==> config.mk <==
export PLATFORM = sky130hd
export DESIGN_NAME = bus_trip_supervisor
export DESIGN_NICKNAME = d
export VERILOG_FILES = /design/src/rtl/bts_pkg.sv /design/src/rtl/bts_unit_vote.sv /design/src/rtl/bts_pickup_timer.sv /design/src/rtl/bts_hold_timer.sv /design/src/rtl/bus_trip_supervisor.sv
export SDC_FILE = /design/constraint.sdc
export NUM_CORES = 1
export LEC_CHECK = 0
export BUFFER_PORTS_ARGS = -buffer_cell sky130_fd_sc_hd__buf_2
export CAP_MARGIN = 30
export CORE_MARGIN = 8
export CORE_UTILIZATION = 54
export CTS_BUF_LIST = sky130_fd_sc_hd__clkbuf_4 sky130_fd_sc_hd__clkbuf_8
export CTS_CLUSTER_SIZE = 10
export DETAILED_ROUTE_END_ITERATION = 10
export HOLD_SLACK_MARGIN = 0.05
export PLACE_DENSITY = 0.76
export SLEW_MARGIN = 20
export SYNTH_ARGS = -nofsm -noshare
export SYNTH_HDL_FRONTEND = slang
export SYNTH_HIERARCHICAL = 1
export SYNTH_SLANG_ARGS = --single-unit
==> constraint.sdc <==
create_clock -name clk -period 2.8 [get_ports clk]
set_input_delay 0.56 -clock clk [delete_from_list [all_inputs] [get_ports clk]]
set_output_delay 0.56 -clock clk [all_outputs]
set_load 0.005 [all_outputs]
==> src/rtl/bts_pkg.sv <==
`timescale 1ns/1ps
package bts_pkg;

    typedef struct packed {
        logic toward;
        logic away;
        logic chan_ok;
        logic lop;
        logic oos;
        logic brk_closed;
    } unit_in_t;

    typedef struct packed {
        logic internal_ok;
        logic external;
        logic inhibit;
    } unit_vote_t;

    function automatic int unsigned ms_to_ticks(input int unsigned ms, input int unsigned tpm);
        return ms * tpm;
    endfunction

endpackage

==> src/rtl/bts_unit_vote.sv <==
`timescale 1ns/1ps
module bts_unit_vote
    import bts_pkg::*;
(
    input  unit_in_t   in_i,
    output unit_vote_t vote_o
);
    always_comb begin
        // an open breaker carries no fault current, so it never vetoes
        vote_o.internal_ok = !in_i.brk_closed
                           | (in_i.toward & in_i.chan_ok & !in_i.away);
        vote_o.external    = in_i.brk_closed & in_i.chan_ok & in_i.away;
        vote_o.inhibit     = in_i.lop | in_i.oos;
    end
endmodule

==> src/rtl/bts_pickup_timer.sv <==
`timescale 1ns/1ps
module bts_pickup_timer #(
    parameter int unsigned LIMIT    = 64,
    parameter bit          GATE_OUT = 1'b1
) (
    input  logic clk,
    input  logic rst,
    input  logic run_i,
    output logic done_o
);
    localparam int unsigned W = $clog2(LIMIT + 1);
    localparam logic [W-1:0] LIM_V = W'(LIMIT);

    logic [W-1:0] cnt_q;
    logic         reached;

    always_ff @(posedge clk) begin
        if (rst)             cnt_q <= '0;
        else if (!run_i)     cnt_q <= '0;
        else if (!reached)   cnt_q <= cnt_q + 1'b1;
    end

    assign reached = (cnt_q == LIM_V);

    generate
        if (GATE_OUT) begin : g_gated
            assign done_o = reached & run_i;
        end else begin : g_plain
            assign done_o = reached;
        end
    endgenerate
endmodule

==> src/rtl/bts_hold_timer.sv <==
`timescale 1ns/1ps
module bts_hold_timer #(
    parameter int unsigned HOLD = 64
) (
    input  logic clk,
    input  logic rst,
    input  logic load_i,
    output logic active_o
);
    localparam int unsigned W = $clog2(HOLD + 1);
    localparam logic [W-1:0] HOLD_V = W'(HOLD);

    logic [W-1:0] cnt_q;

    always_ff @(posedge clk) begin
        if (rst)                cnt_q <= '0;
        else if (load_i)        cnt_q <= HOLD_V;
        else if (cnt_q != '0)   cnt_q <= cnt_q - 1'b1;
    end

    assign active_o = (cnt_q != '0);
endmodule

==> src/rtl/bus_trip_supervisor.sv <==
`timescale 1ns/1ps
module bus_trip_supervisor
    import bts_pkg::*;
#(
    parameter int unsigned N_UNITS      = 3,
    parameter int unsigned TICKS_PER_MS = 4,
    parameter int unsigned TRIP_PU_MS   = 20,
    parameter int unsigned EXT_PU_MS    = 16,
    parameter int unsigned TRB_HOLD_MS  = 160,
    parameter int unsigned TRIP_MIN_MS  = 100
) (
    input  logic               clk,
    input  logic               rst,
    input  logic [N_UNITS-1:0] fault_toward_i,
    input  logic [N_UNITS-1:0] fault_away_i,
    input  logic [N_UNITS-1:0] chan_ok_i,
    input  logic [N_UNITS-1:0] lop_i,
    input  logic [N_UNITS-1:0] oos_i,
    input  logic [N_UNITS-1:0] brk_closed_i,
    output logic               trip_o,
    output logic               blocked_o,
    output logic               disabled_o
);
    localparam int unsigned TRIP_PU_T = ms_to_ticks(TRIP_PU_MS, TICKS_PER_MS);
    localparam int unsigned EXT_PU_T  = ms_to_ticks(EXT_PU_MS, TICKS_PER_MS);
    localparam int unsigned HOLD_T    = ms_to_ticks(TRB_HOLD_MS, TICKS_PER_MS);
    localparam int unsigned MIN_T     = ms_to_ticks(TRIP_MIN_MS, TICKS_PER_MS);

    unit_in_t   unit_in [N_UNITS];
    unit_vote_t vote    [N_UNITS];

    genvar u;
    generate
        for (u = 0; u < N_UNITS; u++) begin : g_unit
            assign unit_in[u] = '{toward:     fault_toward_i[u],
                                  away:       fault_away_i[u],
                                  chan_ok:    chan_ok_i[u],
                                  lop:        lop_i[u],
                                  oos:        oos_i[u],
                                  brk_closed: brk_closed_i[u]};
            bts_unit_vote vote_i (
                .in_i   (unit_in[u]),
                .vote_o (vote[u])
            );
        end
    endgenerate

    logic all_internal, any_external, any_inhibit;

    always_comb begin
        all_internal = 1'b1;
        any_external = 1'b0;
        any_inhibit  = 1'b0;
        for (int i = 0; i < N_UNITS; i++) begin
            all_internal = all_internal & vote[i].internal_ok;
            any_external = any_external | vote[i].external;
            any_inhibit  = any_inhibit  | vote[i].inhibit;
        end
    end

    // transient-reversal block: pickup on external, then stretched hold
    logic ext_armed, blk_hold, blocked;

    bts_pickup_timer #(.LIMIT(EXT_PU_T), .GATE_OUT(1'b0)) ext_pu_i (
        .clk    (clk),
        .rst    (rst),
        .run_i  (any_external),
        .done_o (ext_armed)
    );

    bts_hold_timer #(.HOLD(HOLD_T)) blk_hold_i (
        .clk      (clk),
        .rst      (rst),
        .load_i   (ext_armed),
        .active_o (blk_hold)
    );

    assign blocked = ext_armed | blk_hold;

    // trip path: qualified all-internal pickup, then minimum-width stretch
    logic qualify, trip_fire;

    assign qualify = all_internal & !any_external & !blocked & !any_inhibit;

    bts_pickup_timer #(.LIMIT(TRIP_PU_T), .GATE_OUT(1'b1)) trip_pu_i (
        .clk    (clk),
        .rst    (rst),
        .run_i  (qualify),
        .done_o (trip_fire)
    );

    bts_hold_timer #(.HOLD(MIN_T)) trip_hold_i (
        .clk      (clk),
        .rst      (rst),
        .load_i   (trip_fire),
        .active_o (trip_o)
    );

    logic disabled_q;
    always_ff @(posedge clk) begin
        if (rst) disabled_q <= 1'b0;
        else     disabled_q <= any_inhibit;
    end

    assign disabled_o = disabled_q;
    assign blocked_o  = blocked;
endmodule

**Yosys cells after proc, flatten, opt, wreduce, memory -nomap -nowiden**

Cells that the tools add are included.

- Input port bits: 20
- Bits in registers: 34
- Bits in writable memories: 0
- Memories kept: 0
- Bits in read-only memories: 0
- Latch bits: 0

- Reduce and logical (&&, ||, !) cells: 17
- Bitwise operators: 31
- Shifts and indexed selects: 0
- Multipliers: 0
- Mux-type cells: 4
- Equal/unequal tests: 2
- $lt $le $gt $ge: 0
- Add/sub/neg operators: 4
- Divide/modulo/power cells: 0

Operators with widths:

| operator | count |
|---|---|
| 2-to-1 mux 10 bit | 2 |
| AND 1 bit | 18 |
| 2-to-1 mux 9 bit | 2 |
| adder 7 x 1 -> 7 bit, second input constant | 2 |
| equality test 7 bit, second input constant | 2 |
| OR 1 bit | 11 |
| nonzero test 10 bit | 1 |
| subtractor 10 x 1 -> 10 bit, second input constant | 1 |
| logical NOT 1 bit | 9 |
| nonzero test 9 bit | 1 |
| subtractor 9 x 1 -> 9 bit, second input constant | 1 |
| OR reduction 2 bit | 4 |
| nonzero test 2 bit | 2 |
| inverter 1 bit | 2 |

**Depth between registers and ports, before layout**

Gate-level depths: netlist of run 1.

- Depth after elaboration: 10
- Depth in mapped cells: 10

**Hierarchy**

The synthesis of run 1 kept the hierarchy.

By module, submodules not included:

| module | times used | sequential area each (um2) | area an instance (um2) | cells each |
|---|---|---|---|---|
| bts_hold_timer (blk_hold_i) | 1 | 200.2 | 616.8 | 71 |
| bts_hold_timer (trip_hold_i) | 1 | 180.2 | 495.5 | 53 |
| bts_pickup_timer (trip_pu_i) | 1 | 140.1 | 367.9 | 41 |
| bts_pickup_timer (ext_pu_i) | 1 | 140.1 | 355.3 | 39 |
| bus_trip_supervisor | 1 | 20.0 | 67.6 | 7 |
| bts_unit_vote | 3 | 0.0 | 21.3 | 4 |

**Least setup slack after synthesis of run 1**

OpenSTA, ideal clock, no wires.

- Path type: flip-flop to flip-flop
- Start: register blk_hold_i.cnt_q[0]
- End: register trip_hold_i.cnt_q[2]
- Stages on the path, launching flop included: 10
- Arrival time: 2746 ps
- Required time: 2683 ps
- Slack: -63 ps
- Clock period less this slack: 2863 ps
- Path through: dfxtp_1 inv_1 ha_1 or3b_2 or4_4 or2_2 nor4_2 and3_1 nor2_1 a22o_2

- Cells in the longest elaborated chain, start to end: 7

Ends and longest elaborated chain:

| what | RTL line | text |
|---|---|---|
| start: declaration | bts_hold_timer.sv:13 | `logic [W-1:0] cnt_q;` |
| start signal: assignment | bts_hold_timer.sv:18 | `else if (cnt_q != '0) cnt_q <= cnt_q - 1'b1;` |
| nonzero test 10 bit | bts_hold_timer.sv:21 | `assign active_o = (cnt_q != '0);` |
| via blk_hold | bus_trip_supervisor.sv:62 | `logic ext_armed, blk_hold, blocked;` |
| OR 1 bit | bus_trip_supervisor.sv:78 | `assign blocked = ext_armed \| blk_hold;` |
| via blocked_o | bus_trip_supervisor.sv:21 | `output logic blocked_o,` |
| logical NOT 1 bit | bus_trip_supervisor.sv:83 | `assign qualify = all_internal & !any_external & !blocked & !any_inhibit;` |
| AND 1 bit (2 in series) | bus_trip_supervisor.sv:83 |  |
| via qualify | bus_trip_supervisor.sv:81 | `logic qualify, trip_fire;` |
| AND 1 bit | bts_pickup_timer.sv:27 | `assign done_o = reached & run_i;` |
| via trip_fire | bus_trip_supervisor.sv:81 |  |
| OR reduction 2 bit (no line) | -- |  |
| end signal: assignment | bts_hold_timer.sv:18 |  |
| end: declaration | bts_hold_timer.sv:13 |  |

The timed path passes the listed nets, and every way through them passes these cells.
A chain may end at the register's enable or synchronous reset.

**Final worst setup path of run 1**

- Start: register blk_hold_i.cnt_q[0]
- End: output blocked_o

- Cells in the longest elaborated chain, start to end: 2

Ends and longest elaborated chain:

| what | RTL line |
|---|---|
| nonzero test 10 bit | bts_hold_timer.sv:21 |
| via blk_hold | bus_trip_supervisor.sv:62 |
| OR 1 bit | bus_trip_supervisor.sv:78 |
| end: declaration | bus_trip_supervisor.sv:21 |

The timed path passes the listed nets, and every way through them passes these cells.

==> metrics.txt, run 1 <==
count of buffers from port buffering=22; diode count=0; share of the synthesized area in the top cell type=0.346; Area Growth Syn to Fin=14.8%; DIE WIDTH=76.4 um; Worst Max-Slew Pin Slew=650 ps; fraction of registers with async set/reset=0; simple-gate share of the synthesized area=0.331; Tcrit/Tclk final=0.950; Final Hold Viols=0; Setup crit start kind=flip-flop; CTS sink count=34; count of nets after finishing=286; RSZ-0062 raised after global routing=no; adder-cell share of the synthesized area=0.0509; DPL Wire Length=3.21 mm; compound-cell area share of the yosys netlist=0.190; ANT nets after route=0; Clock Pin Slew Worst Setup and Hold Paths=100 ps; gr ovfl total=0; Yosys Warn Count=6; largest family of logic cells by synthesized area=simple AND/OR/NAND/NOR gates; vias=1,774; minimum clock period=2660 ps; clock tree buffer depth=2; commonest cells in the synthesized netlist=34 x dfxtp_1, 14 x a21oi_1, 13 x inv_1, 13 x nor3_1, 12 x nand2_1; Pins Over Slew Limit=0; fmax=376 MHz; routed wire length=4.13 mm; Via density=5.80; CP Capture Type=primary output; drt first pass iters=4; worst vdd ir=0.000323 V; drt wl/cell=13.5 um; syn avg cell area=8.82 um2; most common cell in the netlist=dfxtp_1; Setup CP Type=flip-flop to primary output; Post-synth EDFFs=0; CTS tree=done; vias in the first global route=1,671; smallest hold slack=495 ps; Yosys top cell by area=dfxtp_1; Initial Util=0.550; share of cells above drive strength 1=0.256; Mapped Area=0.00197 mm2; Die Ht=76.4 um; htree depth=2; Post-synth top flop=dfxtp_1; Slew headroom=0.556; largest net degree at the start of global routing=16; sequential-to-total area share from yosys stat=0.346; CTS Root Cell=clkbuf_4; Yosys cell types=57; Yosys reg bits=34; mux cell area share after synthesis=0.0210; global-route wire length before repair=7.16 mm; CP Data Required Time=2240 ps; Overall Power=1.94 mW; DR iter-0 viols=190; Rows=22; Reg2Reg Setup Slack=200 ps; gp weighted congestion=0.850; cts hold-fix bufs=0; Global Route Usage Sum=0.147; Pwr Density=858 mW/mm2; TritonCTS buffer count=5; Arr. time, crit path=2100 ps; endpoints failing setup=0; most area-consuming cells after synthesis=dfxtp_1 35%, ha_1 5.1%, a21oi_1 3.6%, nor3_1 3.3%, or3_1 2.9%; drt drc=0; min-delay worst type=flip-flop to flip-flop; core area=0.00358 mm2; Synth Area in XOR/XNOR=0.0267; Static Leak=0.862 nW; max_cap viols=0; CP max FO=2; clk_lat worst skew=340 ps; outcome=completed; initial antenna violation count=0; post-synth net total=251; die area=0.00583 mm2; clock skew=8.72 ps; Cells after Synth=223; Top Ports=23
-- layout make-up --
class	count	area, um2
timing repair buffer	31	178
tap	48	60.1
fill	332	1320
inverter	13	48.8
sequential	34	681
clock buffer	7	52.6
multi-input combinational	173	1240
-- logic make-up (layout without fill, tap and decap cells) --
group,Yosys count,in the layout
flip-flops,34,34
XOR/XNOR,6,6
buffers and inverters,16,51
adder cells (fa/ha/maj),8,8
multiplexers,4,4
AND/OR/NAND/NOR,102,102
AO/OA/AOI/OAI,53,53
-- metal layers --
metal | vias to the layer above | GRT usage | routed length, um
met2 | 35 | 0.247 | 1860
met5 | - | 0 | 0
met3 | 7 | 0.0472 | 178
met1 | 825 | 0.162 | 2020
met4 | 0 | 0.0731 | 75
li1 | 907 | - | -
-- worst max-delay path, cell delays in order, from the launching register on --
cell and delay (ps):
dfxtp_1 320, inv_1 70, ha_1 160, or3b_4 380, or4_4 430, or2_4 280, buf_2 140
-- flip-flops by register name (all words and copies together), names as in the netlist --
signal	flops
disabled_o	1
ext_pu_i/cnt_q	7
trip_pu_i/cnt_q	7
trip_hold_i/cnt_q	9
blk_hold_i/cnt_q	10
-- per-stage QoR --
step	utilization	setup TNS, ps	setup slack, ps	instance area (um2)	std cells
after detailed placement	0.612	-22.8	-22.8	2190	299
after floorplan	-	0	10.1	1970	223
after global routing	0.631	0	24.7	2260	306
after global placement	0.612	0	51.4	2190	299
after CTS	0.627	0	29.0	2240	306
final	0.631	0	140	2260	306
-- path summary, 6_finish.rpt --
| path | from | depth (start not counted) | to |
|---|---|---|---|
| worst min-delay path | trip_hold_i/cnt_q[0] | 2 | trip_hold_i/cnt_q[0] |
| worst max-delay path | blk_hold_i/cnt_q[0] | 6 | blocked_o |
| worst max register to register | blk_hold_i/cnt_q[0] | 9 | trip_hold_i/cnt_q[2] |
| worst min register to register | trip_hold_i/cnt_q[0] | 2 | trip_hold_i/cnt_q[0] |
-- report_power, final --
part	total (mW)	internal (mW)	switching, mW
registers	0.713	0.594	0.119
clock network	0.274	0.114	0.160
logic	0.952	0.502	0.450
total	1.94	1.21	0.729
-- cells in the final DEF, fill, tap and decap left out, types with 7 or more instances in the layout --
cell type | Yosys | routed
buf_2 | 1 | 22
nor2_1 | 11 | 10
buf_4 | 0 | 9
nor3_1 | 13 | 13
nand3_1 | 8 | 8
a21oi_1 | 14 | 14
clkbuf_4 | 0 | 7
nand2b_1 | 7 | 7
o21ai_0 | 11 | 11
nand2_1 | 12 | 12
inv_1 | 13 | 13
ha_1 | 8 | 8
dfxtp_1 | 34 | 34
or3_1 | 9 | 9
-- what timing repair did --
action | in CTS | in global routing
gates resized for setup | 1 | 3
hold endpoints to repair | 0 | 0
setup buffers | 0 | 0
pin swaps | 0 | 1
endpoints found under the setup margin | 2 | 7
No activity file was read; power rests on OpenSTA's default activity.
==> run 2: changes to the inputs <==
- SYNTH_HIERARCHICAL: 1 -> unset
- clock period: 2.8 -> 2.15 ns (I/O delays scaled with it)
==> metrics.txt, run 2 <==
Crit. Startpoint=blk_hold_i.cnt_q[0] (was blk_hold_i/cnt_q[0]); Initial Util=0.550 (about the same); pre-CTS setup slack=116 ps (was -22.8 ps); count of buffers from port buffering=22 (unchanged); syn avg cell area=9.56 um2 (was 8.82 um2); fraction of registers with async set/reset=0 (unchanged); Pwr Density=1260 mW/mm2 (was 858 mW/mm2); Area Growth Syn to Fin=15.8% (was 14.8%); crit-path cells=inv_1 -> ha_1 -> nor2b_1 -> and3_4 -> nand2_1 -> buf_2 (was inv_1 -> ha_1 -> or3b_4 -> or4_4 -> or2_4 -> buf_2); Tcrit/Tclk final=0.929; most common cell after layout, fill and taps aside=dfxtp_1 (unchanged); final worst setup slack=153 ps (was 140 ps); Yosys Warn Count=0 (was 6); most area-consuming cells after synthesis=dfxtp_1 38%, xnor2_1 8.7%, ha_1 4.8%, nor3_1 3.9%, nor2_1 3.5% (was dfxtp_1 35%, ha_1 5.1%, a21oi_1 3.6%, nor3_1 3.3%, or3_1 2.9%); share of cells above drive strength 1=0.262 (was 0.256); final setup TNS=0 ps (unchanged); clk_lat worst skew=340 ps (about the same); max reg flops=10 (unchanged); Via density=5.49 (was 5.80); routed wire length=3.79 mm (was 4.13 mm); RSZ-0062 raised after global routing=no (unchanged); Most flops, register=blk_hold_i.cnt_q (was blk_hold_i/cnt_q); Global Route Usage Sum=0.151 (was 0.147); Setup CP Type=flip-flop to primary output (unchanged); Overall Power=2.63 mW (was 1.94 mW); max incr delay on CP=340 ps (was 430 ps); global-route wire length before repair=6.38 mm (was 7.16 mm); endpoints failing setup=0 (unchanged); post-synth net total=216 (was 251); Static Leak=0.779 nW (was 0.862 nW); share of the synthesized area in the top cell type=0.377 (was 0.346); outcome=completed (unchanged); DR iter-0 viols=48 (was 190); ANT nets after route=0 (unchanged); Clock Pin Slew Worst Setup and Hold Paths=100 ps (about the same); worst vdd ir=0.000682 V (was 0.000323 V); Post-synth EDFFs=0 (unchanged); Mapped Area=0.00181 mm2 (was 0.00197 mm2); TritonCTS buffer count=5 (unchanged); CP Data Required Time=1720 ps (was 2240 ps); gr ovfl total=0 (unchanged); Reg2Reg Setup Slack=320 ps (was 200 ps); gp weighted congestion=0.869 (was 0.850); Final Hold Viols=0 (unchanged); DIE WIDTH=73.8 um (was 76.4 um); fmax=501 MHz; Post-synth top flop=dfxtp_1 (unchanged); min-delay worst type=primary input to flip-flop (was flip-flop to flip-flop); most common cell in the netlist=dfxtp_1 (unchanged); drt first pass iters=4 (unchanged); drt wl/cell=14.2 um (was 13.5 um); diode count=0 (unchanged); vias=1,466 (was 1,774); Reg-to-Reg End=trip_hold_i.cnt_q[3] (was trip_hold_i/cnt_q[2]); Slew headroom=0.587 (was 0.556); Yosys cell types=45 (was 57); DPL Wire Length=2.96 mm (was 3.21 mm); commonest cells in the synthesized netlist=34 x dfxtp_1, 18 x xnor2_1, 17 x nor2_1, 14 x nor3_1, 11 x a21oi_1 (was 34 x dfxtp_1, 14 x a21oi_1, 13 x inv_1, 13 x nor3_1, 12 x nand2_1); Pins Over Slew Limit=0 (unchanged); htree depth=2 (unchanged); CP Capture Point=blocked_o (unchanged); vias in the first global route=1,489 (was 1,671); minimum clock period=2000 ps; Setup crit start kind=flip-flop (unchanged); Arr. time, crit path=1570 ps (was 2100 ps); CTS Root Cell=clkbuf_4 (unchanged); clock tree buffer depth=2 (unchanged); cts hold-fix bufs=0 (unchanged); Critical Path Slowest Stage Cell=dfxtp_1 (was or4_4); Die Ht=73.8 um (was 76.4 um); drt drc=0 (unchanged); clock skew=10.7 ps (was 8.72 ps); initial antenna violation count=0 (unchanged); core area=0.00328 mm2 (was 0.00358 mm2); Worst Max-Slew Pin Slew=619 ps (was 650 ps); Cells after Synth=189 (was 223); max_cap viols=0 (unchanged); CTS sink count=34 (unchanged); CP Capture Type=primary output (unchanged); CTS tree=done (unchanged); sequential-to-total area share from yosys stat=0.377 (was 0.346); r2r startpoint=trip_pu_i.cnt_q[3] (was blk_hold_i/cnt_q[0]); Top Ports=23 (unchanged); biggest regs=blk_hold_i.cnt_q: 10 flops, trip_hold_i.cnt_q: 9 flops (was blk_hold_i/cnt_q: 10 flops, trip_hold_i/cnt_q: 9 flops); fill count=292 (was 332); Yosys top cell by area=dfxtp_1 (unchanged); Rows=21 (was 22); count of nets after finishing=247 (was 286); R2R depth=4 (was 9); most frequent cells in the layout=34 x dfxtp_1, 22 x buf_2, 18 x xnor2_1, 17 x nor2_1, 14 x nor3_1 (was 34 x dfxtp_1, 22 x buf_2, 14 x a21oi_1, 13 x inv_1, 13 x nor3_1); CP max FO=5 (was 2); die area=0.00545 mm2 (was 0.00583 mm2); Yosys reg bits=34 (unchanged); largest net degree at the start of global routing=22 (was 16)
==> run 2: cell types whose count changed in the layout (fill, tap and decap cells not counted), moves of 4 or more <==
cell / previous run / this run
o21ai_0: 11 / 0
nor2_1: 10 / 17
nand2_1: 12 / 7
nor4_1: 4 / 0
o21ai_1: 4 / 0
a211oi_1: 0 / 4
inv_1: 13 / 8
xnor2_1: 2 / 18
or3_1: 9 / 3
nand2b_1: 7 / 0
==> run 2: how the worst min path moves through the flow <==
stage                         startpoint                   end  cells past startpoint
floorplan           trip_hold_i.cnt_q[8]  trip_hold_i.cnt_q[8]                      2
global placement    trip_hold_i.cnt_q[8]  trip_hold_i.cnt_q[8]                      2
detailed placement  trip_hold_i.cnt_q[8]  trip_hold_i.cnt_q[8]                      2
CTS                             oos_i[0]            disabled_o                      4
global route                    lop_i[0]            disabled_o                      4
finish                          oos_i[0]            disabled_o                      4
==> run 2: timing repair <==
action	CTS	global route
setup endpoints to repair	2	2
buffers inserted	0	3
resized for setup	4	3
==> run 2: area by class of cell <==
| class | count | area (um2) | area share |
|---|---|---|---|
| clock buffers | 7 | 58.8 | 0.0281 |
| clock inverters | 1 | 5.00 | 0.00239 |
| inverters | 8 | 30.0 | 0.0144 |
| multi-input cells | 142 | 1100 | 0.525 |
| flip-flops and latches | 34 | 681 | 0.325 |
| well taps | 46 | 57.6 | 0.0275 |
| repair buffers | 29 | 163 | 0.0778 |
==> run 2: metal layers <==
metal	global-route usage	share of wire
met1	0.160	0.40
met2	0.265	0.54
met3	0.0491	0.041
met4	0.0643	0.018
met5	0	0
==> run 2: metrics by stage <==
stage	hold slack (ps)	area [um2]	instances	util
finish	459	2090	267	0.637
global route	471	2090	267	0.637
CTS	446	2050	264	0.625
detailed placement	501	1970	256	0.600
global placement	484	1970	256	0.600
floorplan	477	1810	189	-
==> run 2: logic make-up (layout without fill, tap and decap cells) <==
family,after synthesis,after routing,synth area share
flops,34,34,0.377
fa+ha+maj,7,7,0.0485
xor+xnor,24,24,0.116
simple gates,83,83,0.296
buf+inv,13,45,0.0353
compound gates,26,26,0.116
mux,2,2,0.0118
==> run 2: where the power goes <==
group	switching, mW	internal (mW)
Sequential	0.181	0.768
Clock	0.204	0.171
Combinational	0.614	0.689
==> run 2: worst max-delay path: cells and delay by family, from the launching register on <==
family	cells	cell delay, ps
adder cells (fa/ha/maj)	1	180
flip-flops	1	340
buffers and inverters	2	250
AND/OR/NAND/NOR	3	480
==> run 3: changes to the inputs <==
- CORE_UTILIZATION: 54 -> 30
- PLACE_DENSITY: 0.76 -> 0.47
==> metrics.txt, run 3 (synthesized netlist as in run 2, its figures left out) <==
Initial Util=0.307 (was 0.550); Reg-to-Reg End=trip_hold_i.cnt_q[2] (was trip_hold_i.cnt_q[3]); gp weighted congestion=0.687 (was 0.869); core area=0.00589 mm2 (was 0.00328 mm2); Rows=28 (was 21); Die Ht=93.6 um (was 73.8 um); htree depth=2 (unchanged); largest net degree at the start of global routing=22 (unchanged); CTS sink count=34 (unchanged); TritonCTS buffer count=5 (unchanged); Pwr Density=1240 mW/mm2 (was 1260 mW/mm2); WP buf/inv=2 (unchanged); fmax=500 MHz (was 501 MHz); DR iter-0 viols=26 (was 48); Clock Pin Slew Worst Setup and Hold Paths=60 ps (was 100 ps); DPL Wire Length=2.66 mm (was 2.96 mm); clk_lat worst skew=280 ps (was 340 ps); critical path depth=5 (was 6); gr ovfl total=0 (unchanged); Worst Max-Slew Pin Slew=474 ps (was 619 ps); Global Route Usage Sum=0.0882 (was 0.151); Reg2Reg Setup Slack=330 ps (was 320 ps); crit-path cells=inv_1 -> ha_1 -> nor4b_2 -> nand2_1 -> buf_2 (was inv_1 -> ha_1 -> nor2b_1 -> and3_4 -> nand2_1 -> buf_2); count of nets after finishing=248 (was 247); drt drc=0 (unchanged); CP max FO=7 (was 5); Slew headroom=0.676 (was 0.587); CTS Root Cell=clkbuf_8 (was clkbuf_4); share of cells above drive strength 1=0.257 (was 0.262); routed wire length=3.58 mm (was 3.79 mm); min-delay worst type=flip-flop to flip-flop (was primary input to flip-flop); endpoints failing setup=0 (unchanged); r2r startpoint=trip_pu_i.cnt_q[4] (was trip_pu_i.cnt_q[3]); die area=0.00876 mm2 (was 0.00545 mm2); max reg flops=10 (unchanged); minimum clock period=2000 ps (about the same); most common cell after layout, fill and taps aside=dfxtp_1 (unchanged); Via density=4.73 (was 5.49); clock skew=5.76 ps (was 10.7 ps); Static Leak=0.790 nW (was 0.779 nW); Pins Over Slew Limit=0 (unchanged); WHS Path Cells=2 (was 4); clock tree buffer depth=2 (unchanged); Area Growth Syn to Fin=18.4% (was 15.8%); Top Ports=23 (unchanged); CP Capture Type=primary output (unchanged); final cell count without fillers=297 (was 267); pre-CTS setup slack=244 ps (was 116 ps); initial antenna violation count=0 (unchanged); count of buffers from port buffering=22 (unchanged); CTS tree=done (unchanged); cell family with most CP delay=simple AND/OR/NAND/NOR gates (unchanged); vias=1,405 (was 1,466); GR peak layer=met2 (unchanged); design area=0.00214 mm2 (was 0.00209 mm2); biggest regs=blk_hold_i.cnt_q: 10 flops, trip_hold_i.cnt_q: 9 flops (unchanged); drt first pass iters=4 (unchanged); met3 usage=0.0200 (was 0.0491); drt wl/cell=12.0 um (was 14.2 um); CP Data Required Time=1720 ps (about the same); most frequent cells in the layout=34 x dfxtp_1, 22 x buf_2, 18 x xnor2_1, 17 x nor2_1, 14 x nor3_1 (unchanged); final worst setup slack=149 ps (was 153 ps); R2R depth=4 (unchanged); Tcrit/Tclk final=0.931 (was 0.929); diode count=0 (unchanged); Arr. time, crit path=1570 ps (about the same); Area after DPL=0.00204 mm2 (was 0.00197 mm2); Final Hold Viols=0 (unchanged); Core Util, Final=0.364 (was 0.637); end of the worst hold path=trip_hold_i.cnt_q[8] (was disabled_o); Setup crit start kind=flip-flop (unchanged); max_cap viols=0 (unchanged); outcome=completed (unchanged); worst vdd ir=0.000391 V (was 0.000682 V); vias in the first global route=1,443 (was 1,489); global-route wire length before repair=6.27 mm (was 6.38 mm); Most flops, register=blk_hold_i.cnt_q (unchanged); Worst Hold Launch=trip_hold_i.cnt_q[8] (was oos_i[0]); Setup CP Type=flip-flop to primary output (unchanged); met1 usage=0.103 (was 0.160); grt met2 use=0.139 (was 0.265); max incr delay on CP=350 ps (was 340 ps); Critical Path Slowest Stage Cell=dfxtp_1 (unchanged); Cells after DPL=289 (was 256); DIE WIDTH=93.6 um (was 73.8 um); ANT nets after route=0 (unchanged)
run 3: changes by cell type in the layout (fill, tap and decap cells not counted), sizes merged:
| cell | before | now |
|---|---|---|
| buf | 29 | 30 |
run 3: tightest hold or removal path: stages, from the launching register on:
cell     delay [ps]
dfxtp_1         340
o41ai_1          70
a21oi_1          60
run 3: worst max-delay path by stage:
stage,startpoint,endpoint,slack (ps)
after CTS,trip_hold_i.cnt_q[1],trip_o,40
after global placement,oos_i[1],trip_hold_i.cnt_q[1],250
final,trip_hold_i.cnt_q[1],trip_o,150
after detailed placement,oos_i[1],trip_hold_i.cnt_q[0],240
after global routing,trip_hold_i.cnt_q[1],trip_o,-40
after floorplan,oos_i[1],trip_hold_i.cnt_q[1],390
run 3: what timing repair did:
| action | CTS | global route |
|---|---|---|
| setup buffers | 0 | 0 |
| setup endpoints to repair | 0 | 2 |
| hold buffers | 0 | 0 |
| resized for setup | 0 | 2 |
run 3: cell type report:
cell class                      instances  area, um2
Sequential cell                        34        681
Multi-Input combinational cell        142       1070
Inverter                                8       30.0
Clock buffer                            7       90.1
Fill cell                             629       3750
Tap cell                               75       93.8
Timing Repair Buffer                   30        170
Clock inverter                          1       5.00
run 3: metrics by stage:
stage	TNS (ps)	power, mW	hold WS, ps
after floorplan	0	1.88	477
after global placement	0	2.19	505
final	0	2.66	515
after global routing	-39.0	2.87	526
after detailed placement	0	2.17	513
after CTS	0	2.68	517
run 3: power breakdown:
group / internal, mW / switching [mW]
registers: 0.769 / 0.159
clock network: 0.271 / 0.223
logic: 0.657 / 0.581
total: 1.70 / 0.963
run 3: metal layers:
| metal | part of all wire | vias up |
|---|---|---|
| met4 | 0.026 | 0 |
| met2 | 0.45 | 19 |
| met3 | 0.047 | 7 |
| li1 | - | 740 |
| met5 | 0 | - |
| met1 | 0.48 | 639 |
